$ cat config.mk
export PLATFORM = sky130hd
export DESIGN_NAME = pwm_adc_trig_sel
export DESIGN_NICKNAME = d
export VERILOG_FILES = /design/src/rtl/pwm_atrg_pkg.sv /design/src/rtl/pwm_atrg_fmatch.sv /design/src/rtl/pwm_atrg_src_mux.sv /design/src/rtl/pwm_adc_trig_sel.sv
export SDC_FILE = /design/constraint.sdc
export NUM_CORES = 1
export LEC_CHECK = 0
export BUFFER_PORTS_ARGS = -buffer_cell sky130_fd_sc_hd__buf_2
export CORE_MARGIN = 8
export CORE_UTILIZATION = 45
export CTS_CLUSTER_DIAMETER = 120
export DETAILED_ROUTE_END_ITERATION = 6
export PLACE_DENSITY = 0.77
export SLEW_MARGIN = 15
export SYNTH_ARGS = -nofsm -noshare
export SYNTH_HDL_FRONTEND = slang
export SYNTH_SLANG_ARGS = --single-unit
$ cat constraint.sdc
create_clock -name clk -period 3.31 [get_ports clk]
set_input_delay 0.662 -clock clk [delete_from_list [all_inputs] [get_ports clk]]
set_output_delay 0.662 -clock clk [all_outputs]
set_load 0.02 [all_outputs]
$ cat src/rtl/pwm_atrg_pkg.sv
package pwm_atrg_pkg;

   localparam int MAX_PAIRS = 3;

   // bit positions inside an event strobe vector
   localparam int EV_ZERO = 0;
   localparam int EV_PRD  = 1;
   localparam int EV_CUP  = 2;
   localparam int EV_CDN  = 3;

   typedef enum logic [3:0] {
      SRC_E_ZERO = 4'd0,
      SRC_E_PRD  = 4'd1,
      SRC_E_ZOP  = 4'd2,
      SRC_E_CUP  = 4'd3,
      SRC_E_CDN  = 4'd4,
      SRC_O_ZERO = 4'd5,
      SRC_O_PRD  = 4'd6,
      SRC_O_ZOP  = 4'd7,
      SRC_O_CUP  = 4'd8,
      SRC_O_CDN  = 4'd9,
      SRC_F0_UP  = 4'd10,
      SRC_F0_DN  = 4'd11,
      SRC_F1_UP  = 4'd12,
      SRC_F1_DN  = 4'd13,
      SRC_F2_UP  = 4'd14,
      SRC_F2_DN  = 4'd15
   } atrg_src_e;

   // five-way event view of one channel's strobes
   function automatic logic [4:0] chan_events(input logic [3:0] ev);
      return {ev[EV_CDN], ev[EV_CUP], ev[EV_ZERO] | ev[EV_PRD], ev[EV_PRD], ev[EV_ZERO]};
   endfunction

endpackage

$ cat src/rtl/pwm_atrg_fmatch.sv
module pwm_atrg_fmatch #(
   parameter int CW = 16
) (
   input  logic          clk,
   input  logic          rst_n,
   input  logic [CW-1:0] cnt,
   input  logic          cnt_up,
   input  logic [CW-1:0] ftc_val,
   input  logic          prd_load,
   output logic          hit_up,
   output logic          hit_dn
);

   generate
      if (CW < 2 || CW > 32) begin : g_bad_cw
         $error("pwm_atrg_fmatch: CW out of range");
      end
   endgenerate

   logic [CW-1:0] thr_act;
   logic          eq_now;
   logic          eq_prev;
   logic          hit;

   // active threshold copy, moved only at the period boundary
   always_ff @(posedge clk or negedge rst_n) begin
      if (!rst_n)        thr_act <= '0;
      else if (prd_load) thr_act <= ftc_val;
   end

   assign eq_now = (cnt == thr_act);

   always_ff @(posedge clk or negedge rst_n) begin
      if (!rst_n) eq_prev <= 1'b1;
      else        eq_prev <= eq_now;
   end

   assign hit    = eq_now & ~eq_prev;
   assign hit_up = hit & cnt_up;
   assign hit_dn = hit & ~cnt_up;


   thr_load_chk: assert property (@(posedge clk) disable iff (!rst_n)
      prd_load |=> thr_act == $past(ftc_val));


   thr_keep_chk: assert property (@(posedge clk) disable iff (!rst_n)
      !prd_load |=> $stable(thr_act));


   match_edge_chk: assert property (@(posedge clk) disable iff (!rst_n)
      (hit_up || hit_dn) |=> !(hit_up || hit_dn));

endmodule

$ cat src/rtl/pwm_atrg_src_mux.sv
module pwm_atrg_src_mux
   import pwm_atrg_pkg::*;
#(
   parameter int PAIR_CNT = 3
) (
   input  logic [3:0]          sel,
   input  logic [3:0]          ev_even,
   input  logic [3:0]          ev_odd,
   input  logic [PAIR_CNT-1:0] fm_up,
   input  logic [PAIR_CNT-1:0] fm_dn,
   output logic                hit
);

   localparam int NCODES = 16;
   localparam int FM_BASE = int'(SRC_F0_UP);
   localparam int FIRST_FREE = FM_BASE + 2 * PAIR_CNT;

   logic [NCODES-1:0] cand;

   assign cand[4:0] = chan_events(ev_even);
   assign cand[9:5] = chan_events(ev_odd);

   generate
      for (genvar p = 0; p < MAX_PAIRS; p++) begin : g_fm
         if (p < PAIR_CNT) begin : g_on
            assign cand[FM_BASE + 2*p]     = fm_up[p];
            assign cand[FM_BASE + 2*p + 1] = fm_dn[p];
         end else begin : g_off
            assign cand[FM_BASE + 2*p]     = 1'b0;
            assign cand[FM_BASE + 2*p + 1] = 1'b0;
         end
      end
   endgenerate

   assign hit = cand[sel];


   always_comb begin
      if (int'(sel) >= FIRST_FREE) begin
         absent_pair_chk: assert (!hit);
      end
   end

endmodule

$ cat src/rtl/pwm_adc_trig_sel.sv
module pwm_adc_trig_sel
   import pwm_atrg_pkg::*;
#(
   parameter int CW       = 16,
   parameter int PAIR_CNT = 3
) (
   input  logic                   clk,
   input  logic                   rst_n,
   input  logic                   trig_en,
   input  logic [3:0]             src_sel,
   input  logic [3:0]             ev_even,
   input  logic [3:0]             ev_odd,
   input  logic [PAIR_CNT*CW-1:0] cnt_val,
   input  logic [PAIR_CNT-1:0]    cnt_up,
   input  logic [PAIR_CNT*CW-1:0] ftc_val,
   input  logic [PAIR_CNT-1:0]    prd_load,
   input  logic                   flag_clr,
   output logic                   adc_trig,
   output logic                   trig_flag
);

   generate
      if (PAIR_CNT < 1 || PAIR_CNT > MAX_PAIRS) begin : g_bad_pairs
         $error("pwm_adc_trig_sel: PAIR_CNT must be 1..3");
      end
   endgenerate

   logic [PAIR_CNT-1:0] fm_up;
   logic [PAIR_CNT-1:0] fm_dn;
   logic                sel_hit;
   logic                trig_nxt;

   generate
      for (genvar p = 0; p < PAIR_CNT; p++) begin : g_pair
         pwm_atrg_fmatch #(.CW(CW)) u_fm (
            .clk      (clk),
            .rst_n    (rst_n),
            .cnt      (cnt_val[p*CW +: CW]),
            .cnt_up   (cnt_up[p]),
            .ftc_val  (ftc_val[p*CW +: CW]),
            .prd_load (prd_load[p]),
            .hit_up   (fm_up[p]),
            .hit_dn   (fm_dn[p])
         );
      end
   endgenerate

   pwm_atrg_src_mux #(.PAIR_CNT(PAIR_CNT)) u_mux (
      .sel     (src_sel),
      .ev_even (ev_even),
      .ev_odd  (ev_odd),
      .fm_up   (fm_up),
      .fm_dn   (fm_dn),
      .hit     (sel_hit)
   );

   assign trig_nxt = trig_en & sel_hit;

   always_ff @(posedge clk or negedge rst_n) begin
      if (!rst_n) adc_trig <= 1'b0;
      else        adc_trig <= trig_nxt;
   end

   always_ff @(posedge clk or negedge rst_n) begin
      if (!rst_n)        trig_flag <= 1'b0;
      else if (trig_nxt) trig_flag <= 1'b1;
      else if (flag_clr) trig_flag <= 1'b0;
   end


   gate_off_chk: assert property (@(posedge clk) disable iff (!rst_n)
      !trig_en |=> !adc_trig);


   flag_with_pulse_chk: assert property (@(posedge clk) disable iff (!rst_n)
      adc_trig |-> trig_flag);


   flag_hold_chk: assert property (@(posedge clk) disable iff (!rst_n)
      (trig_flag && !flag_clr) |=> trig_flag);


   flag_rise_chk: assert property (@(posedge clk) disable iff (!rst_n)
      $rose(trig_flag) |-> adc_trig);


   pulse_src_chk: assert property (@(posedge clk) disable iff (!rst_n)
      (trig_en && sel_hit) |=> adc_trig);

endmodule

; ---- After elaboration in Yosys (flattened, before gate mapping)
; Index checks and enable logic that the tools add are counted.
[word_totals]
out_inout_bits = 2
elab_cells = 35
reg_bits = 53
[classes]
reduce_logical = 1
n_lt_le_gt_ge = 1
muxes = 4
eq_ne = 3
n_bitwise = 18
[op_table]
columns = operator, count
row1 = $eq A16 B16 Y1, 3
row2 = $and A1 B1 Y1, 10
row3 = $not A1 Y1, 6
row4 = $lt A4 B5 Y1 const B, 1
row5 = $bmux W1 S4, 1
row6 = $mux W1, 3
row7 = $or A1 B1 Y1, 2
row8 = $reduce_bool A2 Y1, 1

; ---- Depth between registers and ports, before layout
[depth]
ltp_word = 7
mapped_depth = 6
depth_no_buf = 5

; ---- Cells and area by module
; From an unflattened synthesis, not the netlist that was laid out.
[hier_totals]
cells_unflattened = 197
hier_area_um2 = 2645.0
[modules_own_cells]
columns = mod, area_each_um2, cells_per_inst, instances, seq_area_each_um2
row1 = pwm_atrg_fmatch, 809.5, 59, 3, 426.7
row2 = pwm_atrg_src_mux, 146.4, 15, 1, 0.0
row3 = pwm_adc_trig_sel, 70.1, 5, 1, 50.0

; ---- Worst setup path before layout
; No wires, ideal clock.
[synth_path]
path_kind = input port to flip-flop
start = input cnt_val[42]
end = register trig_flag
path_buffers = 0
setup_slack_ns = 1.621
setup_ns = 0.095
cell_stages = 5
t_arrival_ns = 1.594
path_cell_list = xnor2_1 nand4_1 nor4_4 a221oi_2 o32ai_2
[synth_via]
elab_chain_cells = 7
[synth_lines]
columns = element, line
row1 = start: declaration, pwm_adc_trig_sel.sv:13  ; input logic [PAIR_CNT*CW-1:0] cnt_val,
row2 = $eq A16 B16 Y1 *, pwm_atrg_fmatch.sv:31  ; assign eq_now = (cnt == thr_act);
row3 = via g_pair[2].u_fm.eq_now, pwm_atrg_fmatch.sv:21  ; logic eq_now;
row4 = $and A1 B1 Y1 *, pwm_atrg_fmatch.sv:38  ; assign hit = eq_now & ~eq_prev;
row5 = "$and A1 B1 Y1, on equally long branches", "pwm_atrg_fmatch.sv:39, pwm_atrg_fmatch.sv:40"
row6 = $bmux W1 S4 *, pwm_atrg_src_mux.sv:35  ; assign hit = cand[sel];
row7 = $mux W1 (not written as such) *, pwm_atrg_src_mux.sv:35
row8 = $and A1 B1 Y1 *, pwm_adc_trig_sel.sv:57  ; assign trig_nxt = trig_en & sel_hit;
row9 = $mux W1 or $reduce_bool A2 Y1 (tied branches), --
row10 = end signal: assignment, pwm_adc_trig_sel.sv:65  ; if (!rst_n) trig_flag <= 1'b0;
row11 = end signal: assignment, pwm_adc_trig_sel.sv:66  ; else if (trig_nxt) trig_flag <= 1'b1;
row12 = end signal: assignment, pwm_adc_trig_sel.sv:67  ; else if (flag_clr) trig_flag <= 1'b0;
row13 = end: declaration, pwm_adc_trig_sel.sv:19  ; output logic trig_flag
; Mark *: on every way through the listed nets, which the timed path passes. The rest lies on a longest branch. The select of a mux whose other input is x is not followed.
; A chain may end at the register's enable or synchronous reset.

; ---- Worst setup path after layout
[layout_path]
start = input cnt_val[17]
end = register trig_flag
[layout_via]
elab_chain_cells = 7
[layout_lines]
columns = element, line
row1 = $eq A16 B16 Y1 *, pwm_atrg_fmatch.sv:31
row2 = via g_pair[1].u_fm.eq_now, pwm_atrg_fmatch.sv:21
row3 = $and A1 B1 Y1 *, pwm_atrg_fmatch.sv:38
row4 = "$and A1 B1 Y1, on equally long branches", "pwm_atrg_fmatch.sv:39, pwm_atrg_fmatch.sv:40"
row5 = $bmux W1 S4 *, pwm_atrg_src_mux.sv:35
row6 = $mux W1 (not written as such) *, pwm_atrg_src_mux.sv:35
row7 = $and A1 B1 Y1 *, pwm_adc_trig_sel.sv:57
row8 = $mux W1 or $reduce_bool A2 Y1 (tied branches), --
; Marks and branches as above.

==> impl_metrics.yaml <==
route:
  drtAntennaViolNets: 0
  wire_per_inst_um: 15.3
  vias_per_cell: 4.92
  wl_um: 5960
  drt_first_iter_violations: 31
  drt_first_pass_iters: 4
  vias: 1917
  route.detailed.drc: 0
final_layout:
  syn_to_final_growth_pct: 29.2
  drive_gt1_share_pct: 58.1
  diodes: 0
  fin_nets: 432
  utilization_pct: 58.8
  fin_cells: 390
floorplan:
  die_w_um: 92.5
  die_area_um2: 8550
  start_util_pct: 45.5
  coreArea_um2: 5780
  rows: 28
  ios: 120
  die_y_um: 92.5
timing:
  drv_slew: 0
  tns_ns: 0
  rsz0062_at_grt: "no"
  hold_viol: 0
  setup_violations: 0
  holdWs_ns: 0.377
  skew_ns: 0.00889
  period_needed_ns: 1.60
  post-route-period-util_pct: 48.4
  slew-limit-headroom_pct: 57.7
  worst_pin_slew_ns: 0.635
  fmax_mhz: 624
worst_setup_path:
  crit_family: "simple AND/OR/NAND/NOR gates"
  arrival_ns: 1.81
  worstSetupPathType: "in -> reg"
  max_stage_delay_ns: 0.36
  end_kind: "flip-flop"
  path_max_fanout: 2
  cp.required_ns: 3.51
  startpoint_type: "input port"
  cp_cell_sequence: "buf_2 > xnor2_1 > nand4_1 > nor4_4 > a221oi_2 > o32ai_2"
  path_buf_inv: 1
  worst_path_max_delay_cell: "nor4_4"
placed_design:
  gp_congestion: 0.848
  placed_cells: 382
  portBuffers: 119
  post-dp-hpwl_um: 5010
logic_synthesis:
  syn_inst: 195
  syn_nets: 313
  synth.ff_latch_count: 53
  syn_area_per_cell_um2: 13.5
  syn_area_um2: 2630
  synth_seq_area_share_pct: 50.6
  yosys_warnings: 0
  synth_cell_types: 22
clock_tree:
  htreeDepth: 2
  cts_root_buffer: "clkbuf_8"
  clk_latency_ns: 0.30
  cts_resized: 0
  clk_pin_slew_ns: 0.09
  hold_buffers: 0
  cts_tree: "built"
  cts_buffers: 5
  cts.sinks: 53
  max-clock-path-buffers: 2
  cts_setup_buffers: 0
pwr:
  p_per_area_nw_per_um2: 428
  max-vdd-ir-drop_mv: 0.213
  leakage_nw: 1.52
global_route:
  antenna_found_initial: 2
  grt_pass1_vias: 2127
  grt_pass1_wl_um: 9840
  overflow: 0
  track_usage_pct: 14.2
  grt_start_max_net_pins: 29
worst_hold_path:
  hold_path_class: "in -> async"
outcome:
  status: "completed"
run:
  drv_cap: 0
## routing by layer
layer	wire [µm]	GRT usage, %
met4	73	3.36
met1	2340	16.0
met5	26	0
met2	3020	24.4
met3	489	5.99
## cell usage after synthesis, drive strengths merged
cell type / n / area [µm²]
mux2: 48 / 541
mux2i: 2 / 20.0
nor3: 2 / 10.0
buf: 5 / 25.0
nor4: 3 / 55.1
o32ai: 1 / 16.3
nor2b: 1 / 6.26
xnor2: 51 / 447
a211oi: 1 / 7.51
a21oi: 3 / 15.0
nand2: 2 / 7.51
dfrtp: 50 / 1250
dfstp: 3 / 78.8
nor3b: 3 / 22.5
nand4b: 1 / 8.76
inv: 1 / 3.75
o21ai: 1 / 5.00
nand4: 12 / 75.1
clkbuf: 3 / 11.3
a221oi: 1 / 15.0
o311ai: 1 / 8.76
## state kept, by name, summed over array words and instances (netlist names)
signal	cells
adc_trig	1
g_pair.u_fm.eq_prev	3
g_pair.u_fm.thr_act	48
trig_flag	1
## path summary, 6_finish.rpt
| kind | from | to | slack, ns | cells past startpoint |
|---|---|---|---|---|
| worst max register to register | g_pair[1].u_fm.thr_act[1]$_DFFE_PN0P_ | trig_flag$_DFFE_PN0P_ | 1.75 | 5 |
| worst min-delay path | rst_n | g_pair[0].u_fm.thr_act[14]$_DFFE_PN0P_ | 0.38 | 1 |
| worst max-delay path | cnt_val[17] | trig_flag$_DFFE_PN0P_ | 1.71 | 6 |
| max in group asynchronous | rst_n | g_pair[2].u_fm.eq_prev$_DFF_PN1_ | 2.10 | 2 |
| min in group clk | g_pair[2].u_fm.thr_act[7]$_DFFE_PN0P_ | g_pair[2].u_fm.thr_act[7]$_DFFE_PN0P_ | 0.53 | 1 |
| worst min register to register | g_pair[2].u_fm.thr_act[7]$_DFFE_PN0P_ | g_pair[2].u_fm.thr_act[7]$_DFFE_PN0P_ | 0.53 | 1 |
## stage by stage
stage / total power, mW / instance area, µm² / setup slack [ns]
after detailed placement: 1.05 / 3290 / 1.36
after floorplan: 0.932 / 2630 / 1.62
after global routing: 1.53 / 3400 / 1.60
final: 1.45 / 3400 / 1.71
after global placement: 1.04 / 3290 / 1.42
after CTS: 1.48 / 3400 / 1.69
## area by class of cell
class / count / area [µm²]
clock buffer: 6 / 72.6
inverter: 1 / 3.75
sequential: 53 / 1330
tap: 75 / 93.8
fill: 532 / 2380
timing repair buffer: 120 / 603
multi-input combinational: 133 / 1260
clock inverter: 2 / 35.0
## power breakdown
part	internal (mW)	leakage (nW)	switching, mW
logic	0.172	0.849	0.110
registers	0.709	0.617	0.0410
clock network	0.225	0.0552	0.197
## logic make-up (layout without fill, tap and decap cells)
kind of cell / count (synthesis) / in the layout / share of synthesized area [%]
AO/OA/AOI/OAI: 8 / 8 / 2.57
multiplexers: 50 / 50 / 21.3
flip-flops: 53 / 53 / 50.6
AND/OR/NAND/NOR: 24 / 24 / 7.04
XOR/XNOR: 51 / 51 / 17.0
buffers and inverters: 9 / 129 / 1.52
## worst reg2reg max path, delay by kind of cell, from the launching register on
kind            cells  cell delay, ns
flops               1            0.40
simple gates        2            0.54
compound gates      2            0.37
xor+xnor            1            0.16
## placed cells by master (no fill, tap or decap), drive strengths merged
cell,n
xnor2,51
clkinv,1
o21ai,1
a21oi,3
nor2b,1
o32ai,1
nand4,12
inv,1
dfstp,3
dfrtp,50
mux2,48
a221oi,1
nand4b,1
nor3,2
nor3b,3
clkbuf,6
bufinv,1
nor4,3
a211oi,1
buf,120
mux2i,2
nand2,2
o311ai,1
No activity file was read; power rests on OpenSTA's default activity.
